--- src/rtl/uart_tx_pkg.sv ---
// Shared constants, configuration type and frame builder for the serial
// transmitter. Assumes the tick strobe runs at TICKS_PER_BIT times the bit rate.
package uart_tx_pkg;
    localparam int TICKS_PER_BIT = 16;
    localparam int TICK_CNT_W    = $clog2(TICKS_PER_BIT);
    localparam int MAX_DATA      = 8;
    localparam int MAX_FRAME     = 1 + MAX_DATA + 1 + 2;
    localparam int FRAME_CNT_W   = $clog2(MAX_FRAME + 1);

    typedef struct packed {
        logic len8;
        logic par_en;
        logic par_odd;
        logic stop2;
    } tx_cfg_t;

    // Number of data bits sent for a configuration.
    function automatic int data_bits(input tx_cfg_t c);
        return c.len8 ? MAX_DATA : MAX_DATA - 1;
    endfunction

    // Total bits on the line for one frame.
    function automatic logic [FRAME_CNT_W-1:0] frame_len(input tx_cfg_t c);
        int n;
        n = 1 + data_bits(c) + (c.par_en ? 1 : 0) + (c.stop2 ? 2 : 1);
        return FRAME_CNT_W'(n);
    endfunction

    // Frame image, bit 0 goes out first; unused upper bits are stop-level ones.
    function automatic logic [MAX_FRAME-1:0] build_frame(input logic [MAX_DATA-1:0] d,
                                                         input tx_cfg_t c);
        logic [MAX_FRAME-1:0] f;
        logic                 p;
        int                   nd;
        nd = data_bits(c);
        f  = '1;
        f[0] = 1'b0;
        p  = c.par_odd;
        for (int i = 0; i < MAX_DATA; i++) begin
            if (i < nd) begin
                f[i+1] = d[i];
                p      = p ^ d[i];
            end
        end
        for (int i = MAX_DATA - 1; i <= MAX_DATA; i++) begin
            if (i == nd && c.par_en) begin
                f[i+1] = p;
            end
        end
        return f;
    endfunction
endpackage

--- src/rtl/tx_bit_clock.sv ---
// Bit-phase counter. Counts tick strobes and flags the middle and the last tick
// of each bit period. Assumes tick is a one-cycle strobe.
module tx_bit_clock #(
    parameter int TICKS = uart_tx_pkg::TICKS_PER_BIT
) (
    input  logic clk,
    input  logic rst_n,
    input  logic tick,
    output logic mid_stb,
    output logic edge_stb
);
    localparam int CW = $clog2(TICKS);
    localparam logic [CW-1:0] MID_CNT  = CW'(TICKS / 2 - 1);
    localparam logic [CW-1:0] LAST_CNT = CW'(TICKS - 1);

    logic [CW-1:0] phase;

    // Advance the phase on every tick; wrap after the last tick of a bit.
    always_ff @(posedge clk) begin
        if (!rst_n) begin
            phase <= '0;
        end else if (tick) begin
            phase <= (phase == LAST_CNT) ? '0 : phase + 1'b1;
        end
    end

    assign mid_stb  = tick && (phase == MID_CNT);
    assign edge_stb = tick && (phase == LAST_CNT);
endmodule

--- src/rtl/tx_hold_reg.sv ---
// Holding buffer in front of the shifter. A write fills it (a later write
// replaces a pending one); a take from the shifter empties it. A write in the
// same cycle as a take keeps the new data pending.
module tx_hold_reg #(
    parameter int W = uart_tx_pkg::MAX_DATA
) (
    input  logic         clk,
    input  logic         rst_n,
    input  logic         wr_en,
    input  logic [W-1:0] wr_data,
    input  logic         take,
    output logic [W-1:0] data,
    output logic         empty,
    output logic         empty_nxt
);
    // Next empty state: a write wins over a take.
    always_comb begin
        if (wr_en)     empty_nxt = 1'b0;
        else if (take) empty_nxt = 1'b1;
        else           empty_nxt = empty;
    end

    // Hold the character and the empty flag.
    always_ff @(posedge clk) begin
        if (!rst_n) begin
            data  <= '0;
            empty <= 1'b1;
        end else begin
            empty <= empty_nxt;
            if (wr_en) data <= wr_data;
        end
    end
endmodule

--- src/rtl/tx_frame_shifter.sv ---
// Frame shifter. On an idle line a pending character arms at a mid-bit point
// and loads at the following bit boundary. During a frame a pending character
// loads right at the end of the last stop bit. Drives txd and the done flag.
module tx_frame_shifter #(
    parameter int W       = uart_tx_pkg::MAX_DATA,
    parameter int FRAME   = uart_tx_pkg::MAX_FRAME,
    parameter int FCNT_W  = uart_tx_pkg::FRAME_CNT_W
) (
    input  logic                 clk,
    input  logic                 rst_n,
    input  logic                 mid_stb,
    input  logic                 edge_stb,
    input  logic                 hold_full,
    input  logic [W-1:0]         hold_data,
    input  uart_tx_pkg::tx_cfg_t cfg,
    output logic                 take,
    output logic                 txd,
    output logic                 done,
    output logic                 done_nxt
);
    logic              busy;
    logic              armed;
    logic [FRAME-1:0]  frame;
    logic [FCNT_W-1:0] left;
    logic              last_bit;

    assign last_bit = busy && (left == FCNT_W'(1));
    assign take     = edge_stb && hold_full && (busy ? last_bit : armed);
    assign txd      = busy ? frame[0] : 1'b1;

    // Next done state: cleared by a load, set when the last stop bit ends.
    always_comb begin
        if (take)                      done_nxt = 1'b0;
        else if (edge_stb && last_bit) done_nxt = 1'b1;
        else                           done_nxt = done;
    end

    // Arm an idle-line start at mid-bit so the start bit lands 0.5 to 1.5 bits later.
    always_ff @(posedge clk) begin
        if (!rst_n)                              armed <= 1'b0;
        else if (take)                           armed <= 1'b0;
        else if (mid_stb && !busy && hold_full)  armed <= 1'b1;
    end

    // Load, shift and retire frames on bit boundaries.
    always_ff @(posedge clk) begin
        if (!rst_n) begin
            busy  <= 1'b0;
            frame <= '1;
            left  <= '0;
            done  <= 1'b1;
        end else begin
            done <= done_nxt;
            if (take) begin
                busy  <= 1'b1;
                frame <= uart_tx_pkg::build_frame(hold_data, cfg);
                left  <= uart_tx_pkg::frame_len(cfg);
            end else if (edge_stb && busy) begin
                frame <= {1'b1, frame[FRAME-1:1]};
                left  <= left - 1'b1;
                if (last_bit) busy <= 1'b0;
            end
        end
    end
endmodule

--- src/rtl/uart_dbuf_tx.sv ---
// Double-buffered asynchronous serial transmitter top. Connects the bit-phase
// counter, the holding buffer and the frame shifter, and makes the interrupt
// pulse on the rising edge of the selected status flag.
module uart_dbuf_tx #(
    parameter int DATA_W = uart_tx_pkg::MAX_DATA,
    parameter int TICKS  = uart_tx_pkg::TICKS_PER_BIT
) (
    input  logic              clk,
    input  logic              rst_n,
    input  logic              tick16,
    input  logic              wr_en,
    input  logic [DATA_W-1:0] wr_data,
    input  logic              cfg_len8,
    input  logic              cfg_par_en,
    input  logic              cfg_par_odd,
    input  logic              cfg_stop2,
    input  logic              cfg_irq_sel,
    output logic              txd,
    output logic              buf_empty,
    output logic              shift_done,
    output logic              tx_irq
);
    uart_tx_pkg::tx_cfg_t cfg;
    logic              mid_stb, edge_stb, take;
    logic              empty_nxt, done_nxt;
    logic [DATA_W-1:0] hold_data;

    assign cfg = '{len8: cfg_len8, par_en: cfg_par_en, par_odd: cfg_par_odd, stop2: cfg_stop2};

    tx_bit_clock #(.TICKS(TICKS)) u_clk (
        .clk(clk), .rst_n(rst_n), .tick(tick16),
        .mid_stb(mid_stb), .edge_stb(edge_stb)
    );

    tx_hold_reg #(.W(DATA_W)) u_hold (
        .clk(clk), .rst_n(rst_n), .wr_en(wr_en), .wr_data(wr_data),
        .take(take), .data(hold_data), .empty(buf_empty), .empty_nxt(empty_nxt)
    );

    tx_frame_shifter #(.W(DATA_W)) u_shift (
        .clk(clk), .rst_n(rst_n), .mid_stb(mid_stb), .edge_stb(edge_stb),
        .hold_full(!buf_empty), .hold_data(hold_data), .cfg(cfg),
        .take(take), .txd(txd), .done(shift_done), .done_nxt(done_nxt)
    );

    // Pulse the interrupt in the cycle the selected flag rises.
    always_ff @(posedge clk) begin
        if (!rst_n) tx_irq <= 1'b0;
        else        tx_irq <= cfg_irq_sel ? (done_nxt && !shift_done)
                                          : (empty_nxt && !buf_empty);
    end
endmodule

--- config.mk ---
export PLATFORM = sky130hd
export DESIGN_NAME = uart_dbuf_tx
export DESIGN_NICKNAME = d
export VERILOG_FILES = /design/src/rtl/uart_tx_pkg.sv /design/src/rtl/tx_bit_clock.sv /design/src/rtl/tx_hold_reg.sv /design/src/rtl/tx_frame_shifter.sv /design/src/rtl/uart_dbuf_tx.sv
export SDC_FILE = /design/constraint.sdc
export NUM_CORES = 1
export LEC_CHECK = 0
export BUFFER_PORTS_ARGS = -buffer_cell sky130_fd_sc_hd__buf_2
export CAP_MARGIN = 15
export CELL_PAD_IN_SITES_DETAIL_PLACEMENT = 1
export CELL_PAD_IN_SITES_GLOBAL_PLACEMENT = 1
export CORE_AREA = 2 2 71 73
export CTS_BUF_LIST = sky130_fd_sc_hd__clkbuf_4
export CTS_CLUSTER_SIZE = 40
export DETAILED_ROUTE_END_ITERATION = 8
export DIE_AREA = 0 0 73 75
export PLACE_DENSITY = 0.73
export SLEW_MARGIN = 20
export SYNTH_ARGS = -nofsm -noshare
export SYNTH_HDL_FRONTEND = slang
export SYNTH_SLANG_ARGS = --single-unit
--- constraint.sdc ---
create_clock -name clk -period 3.5 [get_ports clk]
set_clock_uncertainty 0.05 [all_clocks]
set_input_delay 0.7 -clock clk [delete_from_list [all_inputs] [get_ports clk]]
set_output_delay 0.7 -clock clk [all_outputs]
set_load 0.05 [all_outputs]
# --- Yosys cells after proc, flatten, opt, wreduce, memory -nomap -nowiden ---
# Index checks and enable logic that the tools add are counted.
word_totals:
  out_inout_bits: 4
  register_bits: 31
  wordCells: 106
  in_bits: 17
classes:
  n_addsub: 5
  bitwise_logic: 9
  eq_ne: 5
  order_cmp: 8
  n_mux: 50
  reduce_logical: 20
op_table:
  columns: ["operator", "count"]
  rows:
  - ["4-bit by 32-bit less-than comparator with 1-bit output (first input constant)", 4]
  - ["3-bit by 32-bit less-than comparator with 1-bit output (first input constant)", 2]
  - ["1-bit two-way mux", 43]
  - ["4-bit by 32-bit == test with 1-bit output (first input constant)", 1]
  - ["5-bit by 32-bit == test with 1-bit output (first input constant)", 1]
  - ["1-bit by 32-bit less-than comparator with 1-bit output (first input constant)", 1]
  - ["2-bit by 32-bit less-than comparator with 1-bit output (first input constant)", 1]
  - ["10-bit two-way mux", 2]
  - ["4-bit two-way mux", 4]
  - ["1-bit logical AND", 13]
  - ["4-bit adder", 2]
  - ["1-bit bitwise XOR", 8]
  - ["2-bit by 4-bit adder with 4-bit output (first input constant)", 1]
  - ["4-bit by 1-bit adder with 4-bit output (second input constant)", 1]
  - ["4-bit by 1-bit == test with 1-bit output (second input constant)", 1]
  - ["4-bit by 3-bit == test with 1-bit output (second input constant)", 1]
  - ["4-bit == test (second input constant)", 1]
  - ["2-bit nonzero test", 2]
  - ["4-bit by 1-bit subtractor with 4-bit output (second input constant)", 1]
  - ["1-bit logical NOT", 3]
  - ["2-bit two-way mux", 1]
  - ["2-bit AND reduction", 1]
  - ["2-bit OR reduction", 1]
  - ["1-bit NOT", 1]

# --- Longest topological paths before layout ---
# Gate-level depths: netlist of run 1.
logic_depth:
  word_depth: 34
  mapped_depth: 8
  depth_no_buf: 8

# --- Cells and area by module ---
# A second synthesis of run 1 with hierarchy kept.
unflattened:
  cells_unflattened: 192
  area_unflattened_um2: 1657.8
by_module_without_submodules:
  columns: ["mod", "cells_each", "area_each_um2", "instances"]
  rows:
  - ["tx_frame_shifter", 135, 1074.8, 1]
  - ["tx_hold_reg", 29, 334.1, 1]
  - ["tx_bit_clock", 23, 200.2, 1]
  - ["uart_dbuf_tx", 5, 48.8, 1]

# --- Worst setup path before layout of run 1 ---
# No wires, ideal clock.
synth_timing:
  path_type: "input to register"
  from: "in cfg_len8"
  to: "reg u_shift.left[2]"
  setup_time_ps: 116
  required_ps: 3334
  arrival_time_ps: 1944
  path_stages: 8
  path_slack_ps: 1390
  path_cell_list: "inv_1 -> ha_1 -> inv_1 -> ha_1 -> fa_1 -> xnor2_1 -> nand2_1 -> o211a_1"
synth_via:
  elab_chain_len: 5
synth_rtl:
  columns: ["element", "line_no", "rtl"]
  rows:
  - ["start, declared", "uart_dbuf_tx.sv:13", "input logic cfg_len8,"]
  - ["4-bit two-way mux", "uart_tx_pkg.sv:19", "return c.len8 ? MAX_DATA : MAX_DATA - 1;"]
  - ["2-bit by 4-bit adder with 4-bit output", "uart_tx_pkg.sv:25", "n = 1 + data_bits(c) + (c.par_en ? 1 : 0) + (c.stop2 ? 2 : 1);"]
  - ["4-bit adder (2 in series)", "uart_tx_pkg.sv:25", null]
  - ["4-bit two-way mux", "tx_frame_shifter.sv:54", "if (take) begin"]
  - ["end signal, assigned", "tx_frame_shifter.sv:57", "left <= uart_tx_pkg::frame_len(cfg);"]
  - ["end signal, assigned", "tx_frame_shifter.sv:60", "left <= left - 1'b1;"]
  - ["end, declared", "tx_frame_shifter.sv:24", "logic [FCNT_W-1:0] left;"]
# No other way between the ends.
# A chain may end at the register's enable or synchronous reset.

# --- Worst setup path in the final report of run 1 ---
layout_timing:
  from: "in cfg_len8"
  to: "reg u_shift.left[3]"
# The elaborated chain is that of the path after synthesis.

==> impl_results.html, run 1 <==
<table>
<tr><th>Metric</th><th>Value</th></tr>
<tr><th colspan="2">CTS</th></tr>
<tr><td>Clock tree from TritonCTS</td><td>built</td></tr>
<tr><td>Hold buffers post-CTS</td><td>0</td></tr>
<tr><td>Clock root buffer</td><td>sky130_fd_sc_hd__clkbuf_4</td></tr>
<tr><td>Number of levels in the clock H-tree</td><td>2</td></tr>
<tr><td>Clock sink count</td><td>31</td></tr>
<tr><td>Clock Path Buffers</td><td>2</td></tr>
<tr><td>Number of buffers added by the clock tree synthesis step</td><td>5</td></tr>
<tr><td>Post-CTS clock slew at the launch and capture registers of the worst setup and hold paths</td><td>~0.09 ns</td></tr>
<tr><td>Skew-Pair Late Insertion Delay</td><td>0.34 ns</td></tr>
<tr><td>Number of gates resized after cts</td><td>0</td></tr>
<tr><td>Post-CTS setup-driven buffer insertion count</td><td>0</td></tr>
<tr><th colspan="2">Placed design</th></tr>
<tr><td>Detail Placement HPWL</td><td>2590 microns</td></tr>
<tr><td>Total placed instance area</td><td>1830 sq um</td></tr>
<tr><td>Total placed cells including tap cells</td><td>roughly 260</td></tr>
<tr><td>Placer's final routability congestion estimate</td><td>roughly 0.74</td></tr>
<tr><td>Port buffer count</td><td>20</td></tr>
<tr><th colspan="2">STA</th></tr>
<tr><td>RSZ-0062 raised after global routing</td><td>no</td></tr>
<tr><td>Top achievable clock speed</td><td>around 470 MHz</td></tr>
<tr><td>Max-slew violation count</td><td>0</td></tr>
<tr><td>Final setup violating endpoints</td><td>0</td></tr>
<tr><td>Final Cycle Share</td><td>0.605</td></tr>
<tr><td>Post-layout min period</td><td>between 2 and 2.5 ns</td></tr>
<tr><td>Max_slew headroom</td><td>0.584</td></tr>
<tr><td>Total Negative Setup Slacks</td><td>0 ns</td></tr>
<tr><td>Final number of hold-violating endpoints</td><td>0</td></tr>
<tr><td>Actual slew at the worst max-slew pin</td><td>0.624 ns</td></tr>
<tr><th colspan="2">Layout</th></tr>
<tr><td>Layout Cells excl Fill</td><td>263</td></tr>
<tr><td>Final Instance Area</td><td>1900 sq um</td></tr>
<tr><td>Number of filler cells placed in the layout</td><td>569</td></tr>
<tr><td>Most common library cell in the layout ignoring fill and taps</td><td>sky130_fd_sc_hd__dfxtp_1</td></tr>
<tr><td>Antenna diode count</td><td>0</td></tr>
<tr><td>Leading cell types in the layout, fill and taps excluded</td><td>sky130_fd_sc_hd__dfxtp_1 (31), sky130_fd_sc_hd__nand2_1 (23), sky130_fd_sc_hd__buf_2 (20)</td></tr>
<tr><td>Layout cells sized above 1</td><td>0.163</td></tr>
<tr><td>NumNets Final</td><td>237</td></tr>
<tr><td>Area delta synth-&gt;final</td><td>11.4%</td></tr>
<tr><th colspan="2">Setup path</th></tr>
<tr><td>Largest fanout on the critical path</td><td>5</td></tr>
<tr><td>Kind of launch point of the worst setup path</td><td>input pin</td></tr>
<tr><td>Worst reg2reg startpoint</td><td>u_clk.phase[0]</td></tr>
<tr><td>Arrival time at the worst endpoint</td><td>between 2 and 2.5 ns</td></tr>
<tr><td>Type of element capturing the critical path</td><td>flip-flop</td></tr>
<tr><td>Kind of critical path</td><td>in -&gt; reg</td></tr>
<tr><td>Startpoint of the worst setup timing path</td><td>cfg_len8</td></tr>
<tr><td>CP required</td><td>3.65 ns</td></tr>
<tr><th colspan="2">Yosys</th></tr>
<tr><td>Post-synth design cell area</td><td>1710 sq um</td></tr>
<tr><td>Simple-gate share of the synthesized area</td><td>0.224</td></tr>
<tr><td>Area fraction in compound gates after synthesis</td><td>0.124</td></tr>
<tr><td>Largest family of logic cells by synthesized area</td><td>simple AND/OR/NAND/NOR gates</td></tr>
<tr><td>Post-Syn Instances</td><td>189</td></tr>
<tr><td>Number of enable-type register cells in the synthesized netlist</td><td>0</td></tr>
<tr><td>Adder-cell share of the synthesized area</td><td>0.0923</td></tr>
<tr><td>Count of yosys warnings during synthesis</td><td>0</td></tr>
<tr><td>Number of register bits inferred by synthesis</td><td>31</td></tr>
<tr><td>Multiplexer area fraction after synthesis</td><td>0.0645</td></tr>
<tr><td>Post-synthesis async set-or-reset flop share</td><td>0</td></tr>
<tr><td>Count of cell types in the netlist</td><td>41</td></tr>
<tr><td>Post-Synthesis Mean Instance Area</td><td>around 9 sq um</td></tr>
<tr><td>Nets in the synthesized netlist</td><td>218</td></tr>
<tr><td>Xor-xnor portion of the synthesized cell area</td><td>0.0747</td></tr>
<tr><td>Share of the yosys chip area belonging to registers</td><td>0.363</td></tr>
<tr><td>Most used flip-flop cell after synthesis</td><td>sky130_fd_sc_hd__dfxtp_1</td></tr>
<tr><th colspan="2">Detailed routing</th></tr>
<tr><td>Number of iterations in the first detailed-routing pass</td><td>4</td></tr>
<tr><td>Routed WL</td><td>3640 microns</td></tr>
<tr><td>Wire length per cell after detailed routing</td><td>13.8 microns</td></tr>
<tr><td>Ratio of routed vias to standard cells</td><td>5.00</td></tr>
<tr><td>DRC Markers</td><td>0</td></tr>
<tr><td>DR iter-0 viols</td><td>43</td></tr>
<tr><td>Total vias in the final route</td><td>1316</td></tr>
<tr><td>ANT nets after route</td><td>0</td></tr>
<tr><th colspan="2">Global route</th></tr>
<tr><td>Aggregate global routing overflow</td><td>0</td></tr>
<tr><td>First-pass GRT wire length</td><td>6040 microns</td></tr>
<tr><td>Largest net degree at the start of global routing</td><td>32</td></tr>
<tr><td>Tot GR Track Use</td><td>0.147</td></tr>
<tr><td>Vias in the first global route</td><td>1317</td></tr>
<tr><td>Number of antenna violations at the first check in global routing</td><td>0</td></tr>
<tr><th colspan="2">Floorplanning</th></tr>
<tr><td>Initial cell density of the core</td><td>0.366</td></tr>
<tr><td>Horizontal extent of the die</td><td>73 microns</td></tr>
<tr><td>Die Y</td><td>75 microns</td></tr>
<tr><td>Number of placed I/O pins</td><td>21</td></tr>
<tr><td>Floorplan row count</td><td>25</td></tr>
<tr><td>Die Footprint</td><td>5480 sq um</td></tr>
<tr><td>Area of the core</td><td>approximately 4700 sq um</td></tr>
<tr><th colspan="2">Power and ir drop</th></tr>
<tr><td>Final Total Pwr</td><td>about 0.73 mW</td></tr>
<tr><td>Leak Pwr</td><td>0.887 nW</td></tr>
<tr><td>Power density over the cells</td><td>between 300 and 400 nW/um^2</td></tr>
<tr><td>Max IR drop VDD</td><td>0.000143 V</td></tr>
<tr><th colspan="2">Run status</th></tr>
<tr><td>Result of the run</td><td>finished, final reports clean</td></tr>
<tr><th colspan="2">Worst hold path</th></tr>
<tr><td>Class of the worst hold path</td><td>reg -&gt; reg</td></tr>
<tr><td>Min-Delay Startpoint</td><td>u_shift.frame[9]</td></tr>
<tr><th colspan="2">Run</th></tr>
<tr><td>Max_cap viols</td><td>0</td></tr>
</table>
## flip-flops by register name (all words and copies together) (netlist names)
register	cells
u_shift.busy	1
u_hold.data	8
u_shift.done	1
tx_irq	1
u_clk.phase	4
u_hold.empty	1
u_shift.armed	1
u_shift.frame	10
u_shift.left	4
## cell type report
type	instances	area [sq um]	area share
flip-flops and latches	31	621	0.326
clock buffers	5	37.5	0.0197
inverters	11	41.3	0.0217
multi-input cells	138	990	0.520
clock inverters	3	38.8	0.0204
well taps	54	67.6	0.0355
repair buffers	21	108	0.0565
## synthesized netlist by cell type, drive strengths merged, types with 2 or more instances
cell	instances	area [sq um]
a21oi	5	25.0
nor2b	12	75.1
dfxtp	31	621
nor3	2	10.0
nor3b	2	15.0
xnor2	11	96.3
ha	11	138
inv	11	41.3
o211a	3	30.0
nor2	10	40.0
and3	9	56.3
o21ai	16	80.1
a21boi	3	22.5
o211ai	3	22.5
mux2i	11	110
clkbuf	3	11.3
buf	6	45.0
nand2	24	92.6
## metal layers
metal  global-route usage  vias to the layer above  wire [microns]
li1                     -                      675               -
met1                0.173                      611            1680
met2                0.256                       26            1780
met3               0.0455                        4             139
met4               0.0494                        0              35
met5                    0                        -               0
## worst paths after layout
kind	end	slack (ns)	depth (start not counted)
min	u_shift.frame[9]	0.48	2
min reg2reg	u_shift.frame[9]	0.48	2
max reg2reg	u_shift.left[2]	1.45	6
max	u_shift.left[3]	1.38	9
## per-stage QoR
step	hold WS [ns]	util	setup slack [ns]
floorplan	0.432	-	1.39
global placement	0.448	0.392	1.15
detailed placement	0.460	0.392	1.09
CTS	0.482	0.408	1.36
global route	0.528	0.408	1.24
finish	0.481	0.408	1.38
## power breakdown
group | total, mW | switching (mW) | internal [mW]
logic | 0.0843 | 0.0431 | 0.0413
clock network | 0.273 | 0.126 | 0.147
registers | 0.369 | 0.00829 | 0.361
## worst max-delay path, cell delays in order
cell and delay [ns]:
sky130_fd_sc_hd__buf_2 0.14, sky130_fd_sc_hd__inv_1 0.11, sky130_fd_sc_hd__ha_1 0.30, sky130_fd_sc_hd__inv_1 0.07, sky130_fd_sc_hd__ha_1 0.29, sky130_fd_sc_hd__a311oi_1 0.28
sky130_fd_sc_hd__xnor2_1 0.13, sky130_fd_sc_hd__o21ai_0 0.20, sky130_fd_sc_hd__a21oi_1 0.06
## cells by family after synthesis
kind of cell             count (synthesis)
AO/OA/AOI/OAI                           34
XOR/XNOR                                13
adder cells (fa/ha/maj)                 12
buffers and inverters                   20
flip-flops                              31
multiplexers                            11
AND/OR/NAND/NOR                         68
Power figures use the tool's default switching activity.
==> inputs of run 2 (changes only) <==
==> constraint.sdc (replaced) <==
create_clock -name clk -period 2 [get_ports clk]
set_clock_uncertainty 0.05 [all_clocks]
set_input_delay 0.4 -clock clk [delete_from_list [all_inputs] [get_ports clk]]
set_output_delay 0.4 -clock clk [all_outputs]
set_load 0.05 [all_outputs]
==> run 2 against run 1 <==
Cell area is 2.2% higher; worst hold slack worse by 0.22 ns; clock power is 37% higher; power is 61% higher; largest power group unchanged.
==> impl_results.html, run 2 (synthesis gave the netlist of run 1 again) <==
<table>
<tr><th>Metric</th><th>Value</th></tr>
<tr><th colspan="2">Setup path</th></tr>
<tr><td>Largest fanout on the critical path</td><td>15</td></tr>
<tr><td>Slowest stage delay, CP</td><td>about 0.4 ns</td></tr>
<tr><td>Critical path capture point</td><td>u_shift.frame[1]</td></tr>
<tr><td>Endpoint of the worst register-to-register path</td><td>u_shift.frame[1]</td></tr>
<tr><td>CP required</td><td>between 2 and 2.5 ns</td></tr>
<tr><td>Count of buffer and inverter cells on the critical path</td><td>2</td></tr>
<tr><td>Register-to-register setup slack</td><td>0.19 ns</td></tr>
<tr><td>Chain of cells forming the critical path</td><td>inv_1 &gt; ha_1 &gt; and4bb_1 &gt; o211ai_1 &gt; buf_4 &gt; and3_1 &gt; o21ai_0</td></tr>
<tr><td>CP top delay family</td><td>flip-flops</td></tr>
<tr><td>FF-to-FF path depth</td><td>7</td></tr>
<tr><td>Kind of launch point of the worst setup path</td><td>flip-flop</td></tr>
<tr><td>Arrival time at the worst endpoint</td><td>between 1.5 and 2 ns</td></tr>
<tr><td>Critical-path top delay cell</td><td>sky130_fd_sc_hd__dfxtp_1</td></tr>
<tr><td>Startpoint of the worst setup timing path</td><td>u_shift.left[1]</td></tr>
<tr><td>Type of element capturing the critical path</td><td>flip-flop</td></tr>
<tr><td>Worst reg2reg startpoint</td><td>u_shift.left[1]</td></tr>
<tr><td>Path length in cells of the critical path</td><td>7</td></tr>
<tr><td>Kind of critical path</td><td>reg -&gt; reg</td></tr>
<tr><th colspan="2">Layout</th></tr>
<tr><td>Layout Cells excl Fill</td><td>between 200 and 300</td></tr>
<tr><td>Area delta synth-&gt;final</td><td>13.8%</td></tr>
<tr><td>Antenna diode count</td><td>0</td></tr>
<tr><td>Most common library cell in the layout ignoring fill and taps</td><td>sky130_fd_sc_hd__dfxtp_1</td></tr>
<tr><td>Regs by FF count</td><td>u_shift.frame x10, u_hold.data x8</td></tr>
<tr><td>Final cell utilization of the core</td><td>0.417</td></tr>
<tr><td>Number of flip-flops in the largest register</td><td>10</td></tr>
<tr><td>Leading cell types in the layout, fill and taps excluded</td><td>sky130_fd_sc_hd__dfxtp_1 (31), sky130_fd_sc_hd__nand2_1 (23), sky130_fd_sc_hd__buf_2 (20)</td></tr>
<tr><td>Register with the most flip-flops</td><td>u_shift.frame</td></tr>
<tr><td>Final Instance Area</td><td>1940 sq um</td></tr>
<tr><td>NumNets Final</td><td>244</td></tr>
<tr><td>Layout cells sized above 1</td><td>0.194</td></tr>
<tr><th colspan="2">Detailed routing</th></tr>
<tr><td>Wire length per cell after detailed routing</td><td>about 13 microns</td></tr>
<tr><td>Sum of met3 wire segment lengths after detailed routing</td><td>124 microns</td></tr>
<tr><td>Routed WL</td><td>approximately 3600 microns</td></tr>
<tr><td>Met2 wirelength from detailed routing</td><td>1680 microns</td></tr>
<tr><td>ANT nets after route</td><td>0</td></tr>
<tr><td>Ratio of routed vias to standard cells</td><td>5.05</td></tr>
<tr><td>DR iter-0 viols</td><td>77</td></tr>
<tr><td>Number of iterations in the first detailed-routing pass</td><td>4</td></tr>
<tr><td>Highest signal layer in the routed design</td><td>met4</td></tr>
<tr><td>Total vias in the final route</td><td>1364</td></tr>
<tr><td>Met1 WL</td><td>between 1500 and 2000 microns</td></tr>
<tr><td>DRC Markers</td><td>0</td></tr>
<tr><th colspan="2">STA</th></tr>
<tr><td>Top achievable clock speed</td><td>around 550 MHz</td></tr>
<tr><td>Final number of hold-violating endpoints</td><td>0</td></tr>
<tr><td>Final Cycle Share</td><td>0.904</td></tr>
<tr><td>RSZ-0062 raised after global routing</td><td>no</td></tr>
<tr><td>Max_slew headroom</td><td>0.688</td></tr>
<tr><td>Post-layout min period</td><td>1.81 ns</td></tr>
<tr><td>Actual slew at the worst max-slew pin</td><td>0.468 ns</td></tr>
<tr><td>Final setup violating endpoints</td><td>0</td></tr>
<tr><td>Worst hold margin</td><td>0.261 ns</td></tr>
<tr><td>Max-slew violation count</td><td>0</td></tr>
<tr><th colspan="2">Global route</th></tr>
<tr><td>Number of antenna violations at the first check in global routing</td><td>0</td></tr>
<tr><td>First-pass GRT wire length</td><td>6020 microns</td></tr>
<tr><td>Tot GR Track Use</td><td>0.146</td></tr>
<tr><td>Aggregate global routing overflow</td><td>0</td></tr>
<tr><td>Vias in the first global route</td><td>1369</td></tr>
<tr><td>Largest net degree at the start of global routing</td><td>32</td></tr>
<tr><th colspan="2">CTS</th></tr>
<tr><td>Skew-Pair Late Insertion Delay</td><td>0.34 ns</td></tr>
<tr><td>Clock root buffer</td><td>sky130_fd_sc_hd__clkbuf_4</td></tr>
<tr><td>Clock sink count</td><td>31</td></tr>
<tr><td>Number of levels in the clock H-tree</td><td>2</td></tr>
<tr><td>Clock Path Buffers</td><td>2</td></tr>
<tr><td>Post-CTS setup-driven buffer insertion count</td><td>0</td></tr>
<tr><td>Number of gates resized after cts</td><td>0</td></tr>
<tr><td>Hold buffers post-CTS</td><td>0</td></tr>
<tr><td>Clock tree from TritonCTS</td><td>built</td></tr>
<tr><td>Post-CTS clock slew at the launch and capture registers of the worst setup and hold paths</td><td>0.11 ns</td></tr>
<tr><td>Number of buffers added by the clock tree synthesis step</td><td>5</td></tr>
<tr><th colspan="2">Power and ir drop</th></tr>
<tr><td>Leak Pwr</td><td>0.928 nW</td></tr>
<tr><td>Power density over the cells</td><td>600 nW/um^2</td></tr>
<tr><td>Max IR drop VDD</td><td>0.000201 V</td></tr>
<tr><th colspan="2">Placed design</th></tr>
<tr><td>Port buffer count</td><td>20</td></tr>
<tr><td>Detail Placement HPWL</td><td>2630 microns</td></tr>
<tr><td>Placer's final routability congestion estimate</td><td>0.752</td></tr>
<tr><td>Total placed instance area</td><td>about 1900 sq um</td></tr>
<tr><td>Total placed cells including tap cells</td><td>262</td></tr>
<tr><th colspan="2">Floorplanning</th></tr>
<tr><td>Initial cell density of the core</td><td>0.366</td></tr>
<tr><td>Die Y</td><td>75 microns</td></tr>
<tr><td>Floorplan row count</td><td>25</td></tr>
<tr><td>Die Footprint</td><td>5480 sq um</td></tr>
<tr><td>Area of the core</td><td>4660 sq um</td></tr>
<tr><td>Horizontal extent of the die</td><td>73 microns</td></tr>
<tr><td>Number of placed I/O pins</td><td>21</td></tr>
<tr><th colspan="2">Run status</th></tr>
<tr><td>Result of the run</td><td>finished, final reports clean</td></tr>
<tr><th colspan="2">Run</th></tr>
<tr><td>Max_cap viols</td><td>0</td></tr>
<tr><th colspan="2">Worst hold path</th></tr>
<tr><td>Class of the worst hold path</td><td>in -&gt; reg</td></tr>
</table>
run 2: report_power, final:
part	internal [mW]	switching, mW	leakage, nW	total, mW
clock	0.149	0.224	0.0317	0.373
combinational	0.0748	0.0727	0.643	0.147
sequential	0.632	0.0144	0.253	0.646
run 2: final cells by class:
type / count / area (sq um)
clock buffers: 6 / 45.0
clock inverters: 2 / 12.5
fillers: 580 / 2720
inverters: 11 / 41.3
multi-input cells: 138 / 997
flip-flops and latches: 31 / 621
well taps: 54 / 67.6
repair buffers: 28 / 160
run 2: worst min-delay path by stage:
stage / startpoint / end / slack (ns) / cells past startpoint
floorplan: u_shift.frame[9] / u_shift.frame[9] / 0.43 / 2
global route: wr_data[4] / u_hold.data[4] / 0.25 / 3
global placement: u_shift.frame[9] / u_shift.frame[9] / 0.45 / 2
detailed placement: u_shift.frame[9] / u_shift.frame[9] / 0.46 / 2
finish: wr_data[4] / u_hold.data[4] / 0.26 / 3
CTS: wr_data[4] / u_hold.data[4] / 0.25 / 3
run 2: metrics by stage:
stage / setup TNS, ns / setup slack (ns) / power, mW
floorplan: 0 / 0.190 / 0.763
global placement: 0 / 0.0524 / 0.807
detailed placement: -0.0390 / -0.0390 / 0.811
CTS: 0 / 0.141 / 1.19
global route: 0 / 0.0626 / 1.24
finish: 0 / 0.192 / 1.17
run 2: per-layer routing:
layer | up-vias | track usage
li1 | 694 | -
met1 | 643 | 0.167
met2 | 22 | 0.253
met3 | 5 | 0.0482
met4 | 0 | 0.0556
met5 | - | 0
run 2: worst register-to-register path: cells and delay by family, from the launching register on:
| family | cells | cell delay, ns |
|---|---|---|
| DFF | 1 | 0.41 |
| and+or+nand+nor | 2 | 0.39 |
| buffers and inverters | 2 | 0.32 |
| adders and majority gates | 1 | 0.19 |
| AOI/OAI and AO/OA | 2 | 0.31 |
==> inputs of run 3 (changes only) <==
--- a/config.mk
+++ b/config.mk
@@ -9,12 +9,12 @@
 export CAP_MARGIN = 15
 export CELL_PAD_IN_SITES_DETAIL_PLACEMENT = 1
 export CELL_PAD_IN_SITES_GLOBAL_PLACEMENT = 1
-export CORE_AREA = 2 2 71 73
+export CORE_AREA = 2 2 63 80
 export CTS_BUF_LIST = sky130_fd_sc_hd__clkbuf_4
 export CTS_CLUSTER_SIZE = 40
 export DETAILED_ROUTE_END_ITERATION = 8
-export DIE_AREA = 0 0 73 75
-export PLACE_DENSITY = 0.73
+export DIE_AREA = 0 0 65 82
+export PLACE_DENSITY = 0.75
 export SLEW_MARGIN = 20
 export SYNTH_ARGS = -nofsm -noshare
 export SYNTH_HDL_FRONTEND = slang
==> run 3 against run 2 <==
Sequential cell count stayed put; count of clock-buffer cells in the layout increased by 1; fmax decreased by 2.0%; critical endpoint is now u_shift.frame[8]; largest power group unchanged; highest routed layer unchanged.
==> impl_results.html, run 3 (synthesis gave the netlist of run 1 again) <==
<table>
<tr><th>Metric</th><th>Value</th></tr>
<tr><th colspan="2">Run status</th></tr>
<tr><td>Result of the run</td><td>finished, final reports clean</td></tr>
<tr><th colspan="2">Power and ir drop</th></tr>
<tr><td>Psw</td><td>0.308 mW</td></tr>
<tr><td>Switching share of power</td><td>0.261</td></tr>
<tr><td>Combinational share of power</td><td>0.127</td></tr>
<tr><td>Clock group share of total power</td><td>0.325</td></tr>
<tr><td>Portion of total power attributed to sequential cells</td><td>0.548</td></tr>
<tr><td>Max IR drop VDD</td><td>0.000235 V</td></tr>
<tr><td>Power density over the cells</td><td>602 nW/um^2</td></tr>
<tr><td>Leak Pwr</td><td>0.937 nW</td></tr>
<tr><td>Internal power contribution</td><td>between 0.8 and 0.9 mW</td></tr>
<tr><th colspan="2">Setup path</th></tr>
<tr><td>Kind of critical path</td><td>reg -&gt; reg</td></tr>
<tr><td>CP required</td><td>2.16 ns</td></tr>
<tr><td>FF-to-FF path depth</td><td>7</td></tr>
<tr><td>Arrival time at the worst endpoint</td><td>around 2 ns</td></tr>
<tr><td>Startpoint of the worst setup timing path</td><td>u_shift.left[1]</td></tr>
<tr><td>Type of element capturing the critical path</td><td>flip-flop</td></tr>
<tr><td>Largest fanout on the critical path</td><td>13</td></tr>
<tr><td>Kind of launch point of the worst setup path</td><td>flip-flop</td></tr>
<tr><td>Critical path capture point</td><td>u_shift.frame[8]</td></tr>
<tr><td>Register-to-register setup slack</td><td>between 0.15 and 0.2 ns</td></tr>
<tr><td>Worst reg2reg startpoint</td><td>u_shift.left[1]</td></tr>
<tr><td>Endpoint of the worst register-to-register path</td><td>u_shift.frame[8]</td></tr>
<tr><th colspan="2">Global route</th></tr>
<tr><td>Aggregate global routing overflow</td><td>0</td></tr>
<tr><td>Highest-utilization routing layer at the global route stage</td><td>met2</td></tr>
<tr><td>Met3 routing resource usage after global routing</td><td>0.0288</td></tr>
<tr><td>First-pass GRT wire length</td><td>6030 microns</td></tr>
<tr><td>Global routing usage on met1</td><td>0.174</td></tr>
<tr><td>Tot GR Track Use</td><td>0.150</td></tr>
<tr><td>Vias in the first global route</td><td>1358</td></tr>
<tr><td>Met2 routing resource usage after global routing</td><td>0.254</td></tr>
<tr><td>Number of antenna violations at the first check in global routing</td><td>0</td></tr>
<tr><td>Largest net degree at the start of global routing</td><td>26</td></tr>
<tr><th colspan="2">Detailed routing</th></tr>
<tr><td>DRC Markers</td><td>0</td></tr>
<tr><td>ANT nets after route</td><td>0</td></tr>
<tr><td>Routed WL</td><td>3570 microns</td></tr>
<tr><td>Ratio of routed vias to standard cells</td><td>4.85</td></tr>
<tr><td>Total vias in the final route</td><td>1344</td></tr>
<tr><td>DR iter-0 viols</td><td>just over 60</td></tr>
<tr><td>Number of iterations in the first detailed-routing pass</td><td>4</td></tr>
<tr><td>Wire length per cell after detailed routing</td><td>between 10 and 15 microns</td></tr>
<tr><th colspan="2">STA</th></tr>
<tr><td>Worst hold margin</td><td>0.260 ns</td></tr>
<tr><td>Max_slew headroom</td><td>0.746</td></tr>
<tr><td>RSZ-0062 raised after global routing</td><td>no</td></tr>
<tr><td>Max-slew violation count</td><td>0</td></tr>
<tr><td>Actual slew at the worst max-slew pin</td><td>0.381 ns</td></tr>
<tr><td>Final setup violating endpoints</td><td>0</td></tr>
<tr><td>Final number of hold-violating endpoints</td><td>0</td></tr>
<tr><td>Final Cycle Share</td><td>0.923</td></tr>
<tr><td>Post-layout min period</td><td>1.85 ns</td></tr>
<tr><td>Top achievable clock speed</td><td>542 MHz</td></tr>
<tr><th colspan="2">Floorplanning</th></tr>
<tr><td>Initial cell density of the core</td><td>0.372</td></tr>
<tr><td>Die Footprint</td><td>between 5000 and 6000 sq um</td></tr>
<tr><td>Number of placed I/O pins</td><td>21</td></tr>
<tr><td>Floorplan row count</td><td>28</td></tr>
<tr><td>Horizontal extent of the die</td><td>approximately 65 microns</td></tr>
<tr><td>Die Y</td><td>roughly 82 microns</td></tr>
<tr><td>Area of the core</td><td>4590 sq um</td></tr>
<tr><th colspan="2">CTS</th></tr>
<tr><td>Post-CTS setup-driven buffer insertion count</td><td>0</td></tr>
<tr><td>Number of levels in the clock H-tree</td><td>2</td></tr>
<tr><td>Post-CTS clock slew at the launch and capture registers of the worst setup and hold paths</td><td>roughly 0.10 ns</td></tr>
<tr><td>Hold buffers post-CTS</td><td>0</td></tr>
<tr><td>Clock tree from TritonCTS</td><td>built</td></tr>
<tr><td>Clock Path Buffers</td><td>2</td></tr>
<tr><td>Clock sink count</td><td>31</td></tr>
<tr><td>Skew-Pair Late Insertion Delay</td><td>around 0.34 ns</td></tr>
<tr><td>Clock root buffer</td><td>sky130_fd_sc_hd__clkbuf_4</td></tr>
<tr><td>Number of buffers added by the clock tree synthesis step</td><td>5</td></tr>
<tr><th colspan="2">Placed design</th></tr>
<tr><td>Detail Placement HPWL</td><td>2710 microns</td></tr>
<tr><td>Placer's final routability congestion estimate</td><td>0.701</td></tr>
<tr><td>Total placed cells including tap cells</td><td>269</td></tr>
<tr><td>Port buffer count</td><td>20</td></tr>
<tr><th colspan="2">Layout</th></tr>
<tr><td>Most common library cell in the layout ignoring fill and taps</td><td>sky130_fd_sc_hd__dfxtp_1</td></tr>
<tr><td>Regs by FF count</td><td>u_shift.frame x10, u_hold.data x8</td></tr>
<tr><td>Leading cell types in the layout, fill and taps excluded</td><td>sky130_fd_sc_hd__dfxtp_1 (31), sky130_fd_sc_hd__nand2_1 (23), sky130_fd_sc_hd__buf_2 (20)</td></tr>
<tr><td>NumNets Final</td><td>approximately 250</td></tr>
<tr><td>Register with the most flip-flops</td><td>u_shift.frame</td></tr>
<tr><td>Layout cells sized above 1</td><td>0.198</td></tr>
<tr><td>Area delta synth-&gt;final</td><td>14.7%</td></tr>
<tr><td>Layout Cells excl Fill</td><td>277</td></tr>
<tr><td>Antenna diode count</td><td>0</td></tr>
<tr><td>Number of filler cells placed in the layout</td><td>roughly 580</td></tr>
<tr><td>Number of flip-flops in the largest register</td><td>10</td></tr>
<tr><td>Final cell utilization of the core</td><td>0.427</td></tr>
<tr><th colspan="2">Run</th></tr>
<tr><td>Max_cap viols</td><td>0</td></tr>
<tr><th colspan="2">Worst hold path</th></tr>
<tr><td>Class of the worst hold path</td><td>in -&gt; reg</td></tr>
</table>
==> run 3: changes by cell type in the layout (fill, tap and decap cells not counted), sizes merged <==
cell      change
clkinvlp      -1
buf           +1
clkbuf        +1
==> run 3: layer usage <==
metal  vias up  share of wire
met2        15           0.49
li1        695              -
met3         7          0.026
met1       627           0.46
met5         -              0
met4         0          0.025
==> run 3: critical path: stages, from the launching register on <==
cell	delay, ns
sky130_fd_sc_hd__dfxtp_1	0.42
sky130_fd_sc_hd__inv_1	0.09
sky130_fd_sc_hd__ha_1	0.20
sky130_fd_sc_hd__and4bb_1	0.24
sky130_fd_sc_hd__o211a_4	0.32
sky130_fd_sc_hd__o211ai_1	0.10
sky130_fd_sc_hd__and4b_1	0.21
sky130_fd_sc_hd__o21ai_0	0.08
==> run 3: power by group through the flow <==
stage | clock, mW | combinational (mW) | sequential [mW]
after CTS | 0.399 | 0.154 | 0.646
after global placement | 0 | 0.148 | 0.660
final | 0.383 | 0.150 | 0.646
after global routing | 0.414 | 0.169 | 0.649
after floorplan | 0 | 0.101 | 0.662
after detailed placement | 0 | 0.154 | 0.661
==> run 3: final cells by class <==
class,count,area (sq um),area share
Multi-Input combinational cell,138,997,0.509
Sequential cell,31,621,0.317
Timing Repair Buffer,29,168,0.0856
Tap cell,60,75.1,0.0383
Clock buffer,7,52.6,0.0268
Inverter,11,41.3,0.0211
Clock inverter,1,5.00,0.00255
==> run 3: how the worst min path moves through the flow <==
stage	startpoint	to	slack, ns	cells after the start
2_1_floorplan	u_shift.frame[9]	u_shift.frame[9]	0.43	2
4_1_cts	wr_data[2]	u_hold.data[2]	0.25	3
3_3_place_gp	u_shift.frame[9]	u_shift.frame[9]	0.45	2
6_report	wr_data[1]	u_hold.data[1]	0.26	3
5_1_grt	wr_data[7]	u_hold.data[7]	0.28	3
3_5_place_dp	u_shift.frame[9]	u_shift.frame[9]	0.47	2
==> run 3: what timing repair did <==
action,CTS,global route
resized for setup,0,1
endpoints found under the hold margin,0,0
setup endpoints to repair,0,1
==> run 3: stage by stage <==
step	power [mW]	TNS, ns	area [sq um]	worst slack, ns
global route	1.23	0	1960	0.0354
global placement	0.808	0	1890	0.0340
detailed placement	0.815	-0.0983	1890	-0.0783
finish	1.18	0	1960	0.155
CTS	1.20	0	1950	0.0827
floorplan	0.763	0	1710	0.190
